===== config.mk =====
export PLATFORM = sky130hd
export DESIGN_NAME = cmp_flag_ctrl
export DESIGN_NICKNAME = d
export VERILOG_FILES = /design/src/rtl/cmp_flag_pkg.sv /design/src/rtl/cmp_samp_tick.sv /design/src/rtl/cmp_filt_edge.sv /design/src/rtl/cmp_flag_unit.sv /design/src/rtl/cmp_flag_ctrl.sv
export SDC_FILE = /design/constraint.sdc
export NUM_CORES = 1
export LEC_CHECK = 0
export ABC_AREA = 1
export CORE_UTILIZATION = 50
export CTS_CLUSTER_DIAMETER = 150
export DETAILED_ROUTE_END_ITERATION = 10
export GPL_TIMING_DRIVEN = 0
export PLACE_DENSITY = 0.76
export SLEW_MARGIN = 20
export SYNTH_ARGS = -nofsm -noshare
export SYNTH_HDL_FRONTEND = slang
export SYNTH_SLANG_ARGS = --single-unit

===== constraint.sdc =====
create_clock -name clk -period 3.5 [get_ports clk]
set_clock_uncertainty 0.15 [all_clocks]
set_input_delay 0.7 -clock clk [delete_from_list [all_inputs] [get_ports clk]]
set_output_delay 0.7 -clock clk [all_outputs]
set_load 0.05 [all_outputs]

===== src/rtl/cmp_flag_pkg.sv =====
package cmp_flag_pkg;

  localparam int REG_W = 8;

  typedef enum logic {
    ADDR_CTL = 1'b0,
    ADDR_PER = 1'b1
  } cmp_addr_e;

  typedef struct packed {
    logic dma_en;
    logic edge_sel;
    logic ie_rise;
    logic ie_fall;
  } cmp_ctl_t;

  localparam int BIT_DMA  = 6;
  localparam int BIT_EDGE = 5;
  localparam int BIT_IER  = 4;
  localparam int BIT_IEF  = 3;
  localparam int BIT_FR   = 2;
  localparam int BIT_FF   = 1;

endpackage


===== src/rtl/cmp_samp_tick.sv =====
module cmp_samp_tick #(
  parameter int PW          = 8,
  parameter int SYNC_STAGES = 2
) (
  input  logic          clk,
  input  logic          rst_n,
  input  logic          ext_sel,
  input  logic          strobe,
  input  logic [PW-1:0] period,
  input  logic          period_wr,
  input  logic [PW-1:0] period_wdata,
  output logic          tick
);

  logic [SYNC_STAGES:0] sync_q;
  logic [PW-1:0]        cnt_q, cnt_d;
  logic                 ext_tick, int_tick, bypass;

  // Synchroniser chain plus one extra stage for edge detection
  genvar g;
  generate
    for (g = 0; g <= SYNC_STAGES; g++) begin : g_sync
      always_ff @(posedge clk or negedge rst_n) begin
        if (!rst_n) sync_q[g] <= 1'b0;
        else if (g == 0) sync_q[g] <= strobe;
        else sync_q[g] <= sync_q[(g == 0) ? 0 : g-1];
      end
    end
  endgenerate

  assign ext_tick = sync_q[SYNC_STAGES-1] & ~sync_q[SYNC_STAGES];
  assign bypass   = !ext_sel && (period == '0);
  assign int_tick = (cnt_q == '0);

  always_comb begin
    if (period_wr)
      cnt_d = (period_wdata == '0) ? '0 : period_wdata - 1'b1;
    else if (ext_sel || period == '0)
      cnt_d = '0;
    else if (cnt_q == '0)
      cnt_d = period - 1'b1;
    else
      cnt_d = cnt_q - 1'b1;
  end

  always_ff @(posedge clk or negedge rst_n) begin
    if (!rst_n) cnt_q <= '0;
    else        cnt_q <= cnt_d;
  end

  always_comb begin
    if (ext_sel)     tick = ext_tick;
    else if (bypass) tick = 1'b1;
    else             tick = int_tick;
  end

endmodule


===== src/rtl/cmp_filt_edge.sv =====
module cmp_filt_edge (
  input  logic clk,
  input  logic rst_n,
  input  logic tick,
  input  logic raw,
  output logic filt,
  output logic rise_evt,
  output logic fall_evt
);

  logic filt_q, filt_d, prev_q;

  always_comb filt_d = tick ? raw : filt_q;

  always_ff @(posedge clk or negedge rst_n) begin
    if (!rst_n) begin
      filt_q <= 1'b0;
      prev_q <= 1'b0;
    end else begin
      filt_q <= filt_d;
      prev_q <= filt_q;
    end
  end

  assign filt     = filt_q;
  assign rise_evt = filt_q & ~prev_q;
  assign fall_evt = ~filt_q & prev_q;

endmodule


===== src/rtl/cmp_flag_unit.sv =====
module cmp_flag_unit (
  input  logic clk,
  input  logic rst_n,
  input  logic filt,
  input  logic rise_evt,
  input  logic fall_evt,
  input  logic stop_mode,
  input  logic edge_sel,
  input  logic clr_rise,
  input  logic clr_fall,
  output logic set_rise,
  output logic set_fall,
  output logic flag_rise,
  output logic flag_fall
);

  logic fr_q, ff_q, fr_d, ff_d, level_mode;

  assign level_mode = stop_mode && !edge_sel;

  always_comb begin
    set_rise = level_mode ? filt  : rise_evt;
    set_fall = level_mode ? ~filt : fall_evt;
    fr_d = set_rise | (fr_q & ~clr_rise);
    ff_d = set_fall | (ff_q & ~clr_fall);
  end

  always_ff @(posedge clk or negedge rst_n) begin
    if (!rst_n) begin
      fr_q <= 1'b0;
      ff_q <= 1'b0;
    end else begin
      fr_q <= fr_d;
      ff_q <= ff_d;
    end
  end

  assign flag_rise = fr_q;
  assign flag_fall = ff_q;

endmodule


===== src/rtl/cmp_flag_ctrl.sv =====
module cmp_flag_ctrl
  import cmp_flag_pkg::*;
#(
  parameter int PW          = REG_W,
  parameter int SYNC_STAGES = 2
) (
  input  logic             clk,
  input  logic             rst_n,
  input  logic             cmp_raw,
  input  logic             stop_mode,
  input  logic             samp_ext_en,
  input  logic             samp_strobe,
  input  logic             reg_wr,
  input  logic             reg_addr,
  input  logic [REG_W-1:0] reg_wdata,
  output logic [REG_W-1:0] reg_rdata,
  output logic             cmp_out,
  output logic             irq,
  output logic             dma_req
);

  cmp_ctl_t      ctl_q, ctl_d;
  logic [PW-1:0] period_q, period_d;
  logic          ctl_en, per_en;
  logic          samp_tick, rise_evt, fall_evt;
  logic          set_rise, set_fall, flag_rise, flag_fall;
  logic          clr_rise, clr_fall;
  logic          edge_sel, dma_en;

  assign ctl_en   = reg_wr && (cmp_addr_e'(reg_addr) == ADDR_CTL);
  assign per_en   = reg_wr && (cmp_addr_e'(reg_addr) == ADDR_PER);
  assign clr_rise = ctl_en && reg_wdata[BIT_FR];
  assign clr_fall = ctl_en && reg_wdata[BIT_FF];
  assign edge_sel = ctl_q.edge_sel;
  assign dma_en   = ctl_q.dma_en;

  always_comb begin
    ctl_d    = ctl_q;
    period_d = period_q;
    if (ctl_en) begin
      ctl_d.dma_en   = reg_wdata[BIT_DMA];
      ctl_d.edge_sel = reg_wdata[BIT_EDGE];
      ctl_d.ie_rise  = reg_wdata[BIT_IER];
      ctl_d.ie_fall  = reg_wdata[BIT_IEF];
    end
    if (per_en) period_d = reg_wdata[PW-1:0];
  end

  always_ff @(posedge clk or negedge rst_n) begin
    if (!rst_n) begin
      ctl_q    <= '0;
      period_q <= '0;
    end else begin
      ctl_q    <= ctl_d;
      period_q <= period_d;
    end
  end

  cmp_samp_tick #(.PW(PW), .SYNC_STAGES(SYNC_STAGES)) u_tick (
    .clk          (clk),
    .rst_n        (rst_n),
    .ext_sel      (samp_ext_en),
    .strobe       (samp_strobe),
    .period       (period_q),
    .period_wr    (per_en),
    .period_wdata (reg_wdata[PW-1:0]),
    .tick         (samp_tick)
  );

  cmp_filt_edge u_filt (
    .clk      (clk),
    .rst_n    (rst_n),
    .tick     (samp_tick),
    .raw      (cmp_raw),
    .filt     (cmp_out),
    .rise_evt (rise_evt),
    .fall_evt (fall_evt)
  );

  cmp_flag_unit u_flags (
    .clk       (clk),
    .rst_n     (rst_n),
    .filt      (cmp_out),
    .rise_evt  (rise_evt),
    .fall_evt  (fall_evt),
    .stop_mode (stop_mode),
    .edge_sel  (ctl_q.edge_sel),
    .clr_rise  (clr_rise),
    .clr_fall  (clr_fall),
    .set_rise  (set_rise),
    .set_fall  (set_fall),
    .flag_rise (flag_rise),
    .flag_fall (flag_fall)
  );

  assign irq     = (ctl_q.ie_rise & flag_rise) | (ctl_q.ie_fall & flag_fall);
  assign dma_req = ctl_q.dma_en & (flag_rise | flag_fall);

  always_comb begin
    reg_rdata = '0;
    if (cmp_addr_e'(reg_addr) == ADDR_PER)
      reg_rdata[PW-1:0] = period_q;
    else
      reg_rdata = {1'b0, ctl_q.dma_en, ctl_q.edge_sel, ctl_q.ie_rise,
                   ctl_q.ie_fall, flag_rise, flag_fall, cmp_out};
  end

endmodule


Word-level counts from Yosys, hierarchy flattened. Cells that the tools add are included.

Logic and storage cells: 55. Bits of input ports: 16. Bits in registers: 27. Output and inout bits: 11.

Reduce and logical (&&, ||, !) cells: 12. Multiplexer cells: 9. Bitwise gates (word level): 18. $add $sub $neg: 3.

Operators by type and width (number): $mux W8 (5); $logic_not A8 Y1 (3); $sub A8 B1 Y8 const B (3); $and A1 B1 Y1 (8); $logic_and A1 B1 Y1 (6); $not A1 Y1 (6); $mux W1 (4); $or A1 B1 Y1 (4); $logic_not A1 Y1 (2); $logic_or A1 B1 Y1 (1).

Depth between registers and ports, before layout. Gate-level depths: netlist of run 1.

Depth in word-level cells: 6. Gate-level depth with buffers: 12.

By module. From an unflattened synthesis of run 1, not the netlist that was laid out.

Cells, all modules: 225. Area, all modules: 1630.3 um^2.

Modules (own cells, without submodules): cmp_samp_tick (sequential area each 275.3 um^2, area each 835.8 um^2, cells each 113, instances 1); cmp_flag_ctrl (sequential area each 300.3 um^2, area each 600.6 um^2, cells each 85, instances 1); cmp_flag_unit (sequential area each 50.0 um^2, area each 111.4 um^2, cells each 17, instances 1); cmp_filt_edge (sequential area each 50.0 um^2, area each 82.6 um^2, cells each 10, instances 1).

Worst setup path after synthesis of run 1. No wires, ideal clock.

Path type: input -> output. From: in reg_addr. To: out reg_rdata[4]. Stages on the path: 2. Required time: 2.650 ns. Slack: 0.653 ns. Arrival: 1.997 ns. Path through: clkbuf_1 o21ai_0.

Cells in the longest elaborated chain, start to end: 1.

Ends and longest elaborated chain: start: declaration (line cmp_flag_ctrl.sv:14) `input logic reg_addr,`; $mux W8 (line cmp_flag_ctrl.sv:101) `if (cmp_addr_e'(reg_addr) == ADDR_PER)`; end: declaration (line cmp_flag_ctrl.sv:16) `output logic [REG_W-1:0] reg_rdata,`.

No other way between the ends.

Worst setup path after layout of run 1.
From: in reg_addr. To: out reg_rdata[6].

The elaborated chain is that of the path after synthesis.

==> results of run 1 <==
per-layer routing:
metal,track usage,vias up,share of wire
li1,-,704,-
met1,0.304,680,0.45
met2,0.418,36,0.50
met3,0.0408,4,0.043
met4,0.0767,0,0.014
met5,0,-,0
synth_stat cells:
master    count
nand2_1      54
nor2_4        1
nand2_2       6
clkinv_1      1
nor2_1       17
nor2_2        2
xor2_1        4
nand3b_1      1
nor3_1        2
nand3_1       8
o21ai_0      25
a21oi_1       6
inv_2         1
a21o_2        2
o21bai_1      1
nand4_1       1
inv_1        30
o21ai_1       3
nand2_4       2
ha_1          2
o22ai_1       4
nor2_8        1
xnor2_1       1
dfrtp_1      27
clkbuf_1      2
power groups by stage:
stage,clock network [W],logic [W],registers [W]
after floorplan,0,0.000327,0.000405
after global placement,0,0.000440,0.000403
after global routing,0.000149,0.000499,0.000407
after detailed placement,0,0.000454,0.000406
after CTS,0.000139,0.000453,0.000399
final,0.000138,0.000451,0.000400
worst min-delay path by stage:
stage	endpoint	slack [ps]	cells past startpoint
2_1_floorplan	u_tick.sync_q[1]	180	0
3_3_place_gp	u_tick.sync_q[1]	190	0
3_5_place_dp	u_tick.sync_q[1]	190	0
4_1_cts	u_tick.sync_q[1]	220	0
5_1_grt	u_tick.sync_q[1]	220	0
6_report	period_q[1]	210	1
repair_timing:
action | CTS | global route
hold buffers | 0 | 0
buffers inserted | 0 | 0
endpoints found under the hold margin | 0 | 0
gates resized for setup | 3 | 5
setup endpoints to repair | 3 | 5
final cells by class:
class,count,area (sq um)
Inverter,32,120
Tap cell,31,38.8
Sequential cell,27,676
Clock buffer,4,26.3
Fill cell,269,973
Multi-Input combinational cell,143,723
Timing Repair Buffer,26,264
Buffer,2,7.51
registers in the layout, indices dropped and copies added, names as in the netlist, 2 cells and up:
| register | flops |
|---|---|
| ctl_q | 2 |
| period_q | 8 |
| u_tick.sync_q | 3 |
| u_tick.cnt_q | 8 |
worst max-delay path: cells and delay by family:
family | cells | cell delay [ps]
AND/OR/NAND/NOR | 1 | 80
AO/OA/AOI/OAI | 1 | 90
buffers and inverters | 3 | 1510
logic make-up after synthesis:
group / synth area share
buffers and inverters: 0.0836
xor gates and xnor gates: 0.0287
adders and majority gates: 0.0164
AOI/OAI and AO/OA: 0.144
DFF: 0.443
and+or+nand+nor: 0.284
through the flow:
stage | setup TNS (ps) | area [sq um] | setup slack, ps | power (W)
6_report | 0 | 1860 | 264 | 0.000989
5_1_grt | 0 | 1860 | 118 | 0.00105
4_1_cts | 0 | 1840 | 1.51 | 0.000992
3_5_place_dp | -36.7 | 1820 | -31.0 | 0.000860
3_3_place_gp | 0 | 1830 | 14.4 | 0.000843
2_1_floorplan | 0 | 1530 | 653 | 0.000731
==> impl_metrics.csv, run 1 <==
group,metric,value,unit
cells_and_area,area_growth_syn_to_layout,21.6,%
setup_path,timing.rr.end,"u_tick.cnt_q[6]",
pwr,seqPwrFrac,0.404,
floorplanning,core_area,2830,sq um
synth,yosysTopAreaCell,"dfrtp_1",
global_route,track_usage,0.240,
detailed_routing,drt-vias-per-instance,5.37,
outcome,status,"finished with violations",
global_route,grt_pass1_wl,6020,microns
placement,portBuffers,26,
timing,slew_violations,0,
setup_path,worstPathRequired,2650,ps
detailed_routing,finalWirelength,3520,microns
placement,gp_congestion,0.798,
setup_path,timing.reg2reg.setup_slack,1540,ps
setup_path,r2r-start,"u_tick.cnt_q[1]",
clocking,clock_latency,330,ps
cells_and_area,antennaDiodeCount,0,
setup_path,worst_path_max_delay_cell,"clkdlybuf4s50_1",
setup_path,crit_path_start,"reg_addr",
clocking,cts.htree.levels,1,
synth,seq_area_frac_synth,0.443,
setup_path,critPathMaxFanout,10,
pwr,switchingPower,0.000428,W
cells_and_area,nNetsFinal,253,
detailed_routing,drt_iter0_drc,60,
timing,max_freq,0.309,GHz
pwr,ir_drop,0.238,mV
timing,fin_crit,3240,ps
synth,syn_nets,222,
floorplanning,die_w,57.3,microns
timing,setup_viol,0,
cells_and_area,postLayoutCoreUtil,0.656,
pwr,p_leak,1.02,nW
placement,dp.cells,261,
global_route,antenna_found_initial,0,
synth,syn_area,1530,sq um
timing,rsz0062_at_grt,"false",
timing,slew-limit-headroom,0.600,
setup_path,slowest_delay,580,ps
timing,final_hold_viol_count,0,
clocking,cts_made_buffers,3,
synth,yosysWarnings,0,
detailed_routing,drcViolationCount,3,
clocking,clk_pin_slew,150,ps
run,max-cap-violations,0,
floorplanning,die_area,3280,sq um
cells_and_area,final_cell_mix,"nand2_1, inv_1, dfrtp_1",
global_route,grt-ovfl-total,0,
synth,syn_area_per_cell,7.48,sq um
pwr,p_int,0.000561,W
setup_path,crit_arrival,2390,ps
timing,holdWs,205,ps
pwr,power_density,533,nW/um^2
setup_path,cp-start-kind,"primary input",
global_route,grt_max_degree,28,
detailed_routing,firstDrtPassIters,7,
setup_path,end_kind,"primary output",
pwr,p_sw_frac,0.433,
synth,synthTopCellsByArea,"dfrtp_1, nand2_1, o21ai_0",
synth,ys_seq_elements,27,
floorplanning,die_h,57.3,microns
cells_and_area,instances_no_fill,265,
clocking,clockBufferDepth,2,
placement,place_hpwl,2760,microns
detailed_routing,vias,1424,
detailed_routing,avgRoutedWirePerCell,13.3,microns
setup_path,endpoint,"reg_rdata[6]",
detailed_routing,antenna_left,0,
floorplanning,rows,19,
synth,synth_top_area_frac,0.443,
setup_path,reg2reg_depth,12,
pwr,clock_power_share,0.140,
clocking,cts_tree,"done",
synth,ys_types,25,
timing,tightest_slew,600,ps
cells_and_area,final_common_cell,"nand2_1",
setup_path,path_cells,"clkdlybuf4s50_1 -> clkbuf_1 -> nand2_1 -> o21ai_0 -> dlygate4sd2_1",
cells_and_area,drive_gt1_frac,0.0812,
timing,final.period_utilization,0.924,
floorplanning,start_util,0.540,
global_route,grt_pass1_vias,1433,
clocking,root_buffer,"clkbuf_4",
clocking,cts.sinks,27,
setup_path,critPathKind,"primary input to primary output",
synth,synth_cells,204,
floorplanning,pin_count,27,
pwr,combPwrFrac,0.456,
worst_hold_path,hold_path.class,"primary input to async pin",
outcome,violations,"design-rule violations",
Power figures use the tool's default switching activity.
==> inputs of run 2 (changes only) <==
- CAP_MARGIN: not set -> 0
==> results of run 2 <==
No change in the layout: final DEF, timing and power equal those of run 1.
